<file path="src/rtl/burst_seq_pkg.sv">
package burst_seq_pkg;

  typedef enum logic [0:0] {
    ST_IDLE = 1'b0,
    ST_XFER = 1'b1
  } seq_state_e;

  // Width of a counter that must hold values 0 .. n-1 (at least one bit).
  function automatic int unsigned idx_width(input int unsigned n);
    return (n <= 1) ? 1 : $clog2(n);
  endfunction

endpackage

</file>
<file path="src/rtl/burst_req_decode.sv">
module burst_req_decode #(
  parameter int unsigned ADDR_W   = 32,
  parameter int unsigned DW_BYTES = 8,
  parameter int unsigned LINE_DW  = 4,
  parameter int unsigned IDX_W    = 2
) (
  input  logic [ADDR_W-1:0] addr,
  input  logic              miss,
  input  logic              single,
  output logic [ADDR_W-1:0] start_addr,
  output logic [IDX_W-1:0]  start_idx,
  output logic [IDX_W-1:0]  beats_m1,
  output logic              burst,
  output logic              crit_en
);
  localparam int unsigned OFF_W      = burst_seq_pkg::idx_width(DW_BYTES);
  localparam int unsigned LINE_BYTES = DW_BYTES * LINE_DW;
  localparam logic [ADDR_W-1:0] DW_MASK   = ~(ADDR_W'(DW_BYTES - 1));
  localparam logic [ADDR_W-1:0] LINE_MASK = ~(ADDR_W'(LINE_BYTES - 1));

  logic [IDX_W-1:0]  dw_idx;
  logic [ADDR_W-1:0] dw_addr;
  logic [ADDR_W-1:0] line_addr;
  logic              wrap_order;

  assign dw_idx     = addr[OFF_W +: IDX_W];
  assign dw_addr    = addr & DW_MASK;
  assign line_addr  = addr & LINE_MASK;
  // Miss fills and single beats both start at the requested doubleword.
  assign wrap_order = miss | single;

  always_comb begin
    burst    = ~single;
    crit_en  = miss & ~single;
    beats_m1 = single ? '0 : IDX_W'(LINE_DW - 1);
    if (wrap_order) begin
      start_addr = dw_addr;
      start_idx  = dw_idx;
    end else begin
      start_addr = line_addr;
      start_idx  = '0;
    end
  end

endmodule

</file>
<file path="src/rtl/burst_beat_track.sv">
module burst_beat_track #(
  parameter int unsigned LINE_DW = 4,
  parameter int unsigned IDX_W   = 2
) (
  input  logic             clk,
  input  logic             rst,
  input  logic             load,
  input  logic [IDX_W-1:0] start_idx,
  input  logic [IDX_W-1:0] beats_m1,
  input  logic             step,
  output logic [IDX_W-1:0] idx,
  output logic             last
);
  logic [IDX_W-1:0] remain;
  logic [IDX_W-1:0] idx_next;

  generate
    if ((1 << IDX_W) == LINE_DW) begin : g_pow2
      assign idx_next = idx + 1'b1;
    end else begin : g_modulo
      assign idx_next = (idx == IDX_W'(LINE_DW - 1)) ? '0 : idx + 1'b1;
    end
  endgenerate

  always_ff @(posedge clk) begin
    if (rst) begin
      idx    <= '0;
      remain <= '0;
    end else if (load) begin
      idx    <= start_idx;
      remain <= beats_m1;
    end else if (step && remain != '0) begin
      idx    <= idx_next;
      remain <= remain - 1'b1;
    end
  end

  assign last = (remain == '0);

endmodule

</file>
<file path="src/rtl/burst_seq_top.sv">
module burst_seq_top #(
  parameter int unsigned ADDR_W   = 32,
  parameter int unsigned DW_BYTES = 8,
  parameter int unsigned LINE_DW  = 4,
  parameter int unsigned IDX_W    = burst_seq_pkg::idx_width(LINE_DW)
) (
  input  logic              clk,
  input  logic              rst,
  input  logic              req_valid,
  output logic              req_ready,
  input  logic [ADDR_W-1:0] req_addr,
  input  logic              req_miss,
  input  logic              req_single,
  input  logic              beat_ack,
  output logic              busy,
  output logic              bus_burst,
  output logic [ADDR_W-1:0] bus_addr,
  output logic [IDX_W-1:0]  beat_idx,
  output logic              beat_crit,
  output logic              xfer_done
);
  import burst_seq_pkg::*;

  seq_state_e       state;
  logic             accept;
  logic             step;
  logic             last;
  logic             first_pend;
  logic             crit_en_q;
  logic [ADDR_W-1:0] dec_addr;
  logic [IDX_W-1:0]  dec_idx;
  logic [IDX_W-1:0]  dec_beats_m1;
  logic              dec_burst;
  logic              dec_crit;

  burst_req_decode #(
    .ADDR_W  (ADDR_W),
    .DW_BYTES(DW_BYTES),
    .LINE_DW (LINE_DW),
    .IDX_W   (IDX_W)
  ) u_dec (
    .addr      (req_addr),
    .miss      (req_miss),
    .single    (req_single),
    .start_addr(dec_addr),
    .start_idx (dec_idx),
    .beats_m1  (dec_beats_m1),
    .burst     (dec_burst),
    .crit_en   (dec_crit)
  );

  assign accept = req_valid & req_ready;
  assign step   = (state == ST_XFER) & beat_ack;

  burst_beat_track #(
    .LINE_DW(LINE_DW),
    .IDX_W  (IDX_W)
  ) u_track (
    .clk      (clk),
    .rst      (rst),
    .load     (accept),
    .start_idx(dec_idx),
    .beats_m1 (dec_beats_m1),
    .step     (step),
    .idx      (beat_idx),
    .last     (last)
  );

  always_ff @(posedge clk) begin
    if (rst) begin
      state      <= ST_IDLE;
      req_ready  <= 1'b1;
      bus_burst  <= 1'b0;
      bus_addr   <= '0;
      first_pend <= 1'b0;
      crit_en_q  <= 1'b0;
      beat_crit  <= 1'b0;
      xfer_done  <= 1'b0;
    end else begin
      beat_crit <= 1'b0;
      xfer_done <= 1'b0;
      if (accept) begin
        state      <= ST_XFER;
        req_ready  <= 1'b0;
        bus_burst  <= dec_burst;
        bus_addr   <= dec_addr;
        first_pend <= 1'b1;
        crit_en_q  <= dec_crit;
      end else if (step) begin
        first_pend <= 1'b0;
        beat_crit  <= first_pend & crit_en_q;
        if (last) begin
          state     <= ST_IDLE;
          req_ready <= 1'b1;
          xfer_done <= 1'b1;
        end
      end
    end
  end

  assign busy = (state == ST_XFER);

endmodule

</file>
<file path="config.mk">
export PLATFORM = sky130hd
export DESIGN_NAME = burst_seq_top
export DESIGN_NICKNAME = d
export VERILOG_FILES = /design/src/rtl/burst_seq_pkg.sv /design/src/rtl/burst_req_decode.sv /design/src/rtl/burst_beat_track.sv /design/src/rtl/burst_seq_top.sv
export SDC_FILE = /design/constraint.sdc
export NUM_CORES = 1
export LEC_CHECK = 0
export ABC_AREA = 1
export BUFFER_PORTS_ARGS = -buffer_cell sky130_fd_sc_hd__buf_2
export CELL_PAD_IN_SITES_DETAIL_PLACEMENT = 0
export CELL_PAD_IN_SITES_GLOBAL_PLACEMENT = 2
export CORE_MARGIN = 2
export CORE_UTILIZATION = 23
export CTS_CLUSTER_SIZE = 12
export DETAILED_ROUTE_END_ITERATION = 7
export PLACE_DENSITY_LB_ADDON = 0.2
export REMOVE_ABC_BUFFERS = 1
export SLEW_MARGIN = 0
export SYNTH_ARGS = -nofsm -noshare
export SYNTH_HDL_FRONTEND = slang
export SYNTH_SLANG_ARGS = --single-unit
</file>
<file path="constraint.sdc">
create_clock -name clk -period 1.45 [get_ports clk]
set_input_delay 0.145 -clock clk [delete_from_list [all_inputs] [get_ports clk]]
set_output_delay 0.145 -clock clk [all_outputs]
set_load 0.005 [all_outputs]
</file>
==> results.yml <==
clocking:
  ctsHoldBuffers: 0
  clk_latency_ns: 0.28
  root_buffer: "clkbuf_8"
  cts.sinks: 40
  clk_pin_slew_worst_paths_ns: 0.07
  cts_buffer_depth: 2
  cts_tree: "yes"
  htree_num_levels: 2
  numCtsBuffers: 5
  cts_resized: 0
  post_cts_buffers: 0
layout:
  drive_above_1_share_pct: 33.7
  nets: 305
  stdcell_area_sq_mm: 0.00201
  layout_common_cells: "buf_2, nor2_1, dfxtp_1"
  diodes: 0
  syn2layout_area_growth_pct: 32.0
  finalNonFillerCells: 344
  final_util_pct: 31.5
  fill_cells: 734
  multiInputGateArea_sq_um: 588
  layout_commonest_cell: "buf_2"
  register_area_sq_um: 801
placement:
  io_buffers: 70
  gp_congestion: 0.675
  dp.cells: 336
  dp_slack_ns: 0.211
  dpl-instance-area_sq_mm: 0.00192
  hpwl_mm: 2.97
sta:
  hold_violations: 0
  period_share_pct: 83.9
  setup_viol: 0
  layout_setup_ws_ns: 0.233
  fin_skew_ns: 0.00244
  timing.fmax_mhz: 822
  tns_ns: 0
  rsz0062_at_grt: "false"
  hold_slack_ns: 0.104
  maxSlewViolCount: 0
  finalCriticalPeriod_ns: 1.22
logic_synthesis:
  synthSimpleGateAreaFrac_pct: 23.0
  synthXorXnorAreaFrac_pct: 0
  synth_seq_cells: 40
  synth_top_family_by_area: "simple AND/OR/NAND/NOR gates"
  seq_area_frac_synth_pct: 52.5
  synth_compound_area_share_pct: 14.0
  synth_largest_area_cell: "dfxtp_1"
  syn_inst: 194
  postSynthAreaPerCell_sq_um: 7.86
  yosys-top-cells-area: "dfxtp_1, nor2_1, o21ai_0, buf_6, nand2_1"
  yosysTopAreaCellShare_pct: 52.5
  synth.mux.area_fraction_pct: 0
  synth_area_sq_mm: 0.00152
  yosysUniqueCellTypes: 19
  synth_fa_ha_area_share_pct: 0.821
  ys_warn_count: 0
floorplan:
  die_y_microns: 85.4
  core_sq_mm: 0.00639
  dieArea_sq_mm: 0.00729
  std_cell_rows: 29
  die_w_microns: 85.4
  start_util_pct: 23.9
  pin_count: 77
route:
  firstDrtPassIters: 4
  wl_mm: 3.99
  avgViaCountPerCell: 4.11
  remaining_drc_errors: 0
  drt_iter0_drc: 68
  num_vias: 1413
  post_drt_wl_per_cell_microns: 11.6
  antenna_left: 0
critical_path:
  cp.required_ns: 1.67
  cp_max_fo: 4
  crit_path_start_kind: "flip-flop"
  crit_arrival_ns: 1.43
  critPathCaptureType: "flip-flop"
  critPathKind: "reg2reg"
global_route:
  antenna_found_initial: 0
  gr-total-overflow: 0
  grt_max_degree: 20
  grt_util_met1_pct: 15.7
  track_usage_pct: 11.4
  met3_usage_pct: 3.70
  grt_pass1_vias: 1291
  grt_pass1_wl_mm: 6.48
  grtUsageMet2_pct: 17.0
  gr-max-usage-layer: "met2"
power:
  netSwitchingFraction_pct: 26.6
  p_int_mw: 1.77
  p_total_mw: 2.42
  powerDensity_mw_per_mm2: 1200
  p_leak_nw: 0.988
  netSwitchingPower_mw: 0.643
  power.share.clock_pct: 30.9
  p_seq_share_pct: 51.6
  ir_drop_uv: 411
  pwr-share-comb_pct: 17.5
hold_path:
  hold_path_class: "in2reg"
outcome:
  status: "completed"
job:
  maxCapViolCount: 0
## per-layer routing
metal | vias up | wire length, microns
li1 | 754 | -
met1 | 610 | 1950
met2 | 47 | 1680
met3 | 2 | 328
met4 | 0 | 22
met5 | - | 0
## state kept, by name, indices dropped and copies added (netlist names)
name and flops:
busy 1, first_pend 1, u_track.idx 2, bus_burst 1, xfer_done 1, u_track.remain 2
req_ready 1, beat_crit 1, crit_en_q 1, bus_addr 29
## worst max-delay path, cell delays in order, from the launching register on
cell	delay [ns]
dfxtp_1	0.36
inv_1	0.05
ha_1	0.22
nand2_1	0.11
nand2_1	0.10
inv_1	0.13
nand2_1	0.07
a21oi_1	0.11
## logic make-up after synthesis
group | Yosys count
adders and majority gates | 1
AOI/OAI and AO/OA | 42
other | 1
buffers and inverters | 23
DFF | 40
and+or+nand+nor | 87
## worst paths after layout
kind / cells after the start / endpoint / start / slack (ns)
max: 7 / u_track.idx[1]$_SDFFE_PP0P_ / u_track.remain[0]$_SDFFE_PP0P_ / 0.23
min: 3 / bus_addr[16]$_SDFFE_PP0P_ / req_addr[16] / 0.10
max reg2reg: 7 / u_track.idx[1]$_SDFFE_PP0P_ / u_track.remain[0]$_SDFFE_PP0P_ / 0.23
min reg2reg: 2 / beat_crit$_SDFF_PP0_ / crit_en_q$_SDFFE_PP0P_ / 0.45
## cell type report
class / instances / area share (%)
multi-input combinational: 133 / 29.2
sequential: 40 / 39.8
timing repair buffer: 77 / 20.0
tap: 77 / 4.79
clock buffer: 8 / 4.48
inverter: 9 / 1.68
## power by group through the flow
| stage | sequential, mW | combinational [mW] | clock, mW |
|---|---|---|---|
| 6_report | 1.25 | 0.423 | 0.746 |
| 2_1_floorplan | 1.28 | 0.205 | 0 |
| 3_3_place_gp | 1.27 | 0.430 | 0 |
| 3_5_place_dp | 1.27 | 0.431 | 0 |
| 4_1_cts | 1.25 | 0.433 | 0.801 |
| 5_1_grt | 1.26 | 0.494 | 0.850 |
## synthesized netlist by cell type, drive strengths merged
master and count:
dfxtp 40, a21oi 7, o21ai 35, nor3 1, buf 14, nand3 6
inv 9, conb 1, nand2 13, ha 1, nor2 67
Power figures use the tool's default switching activity.
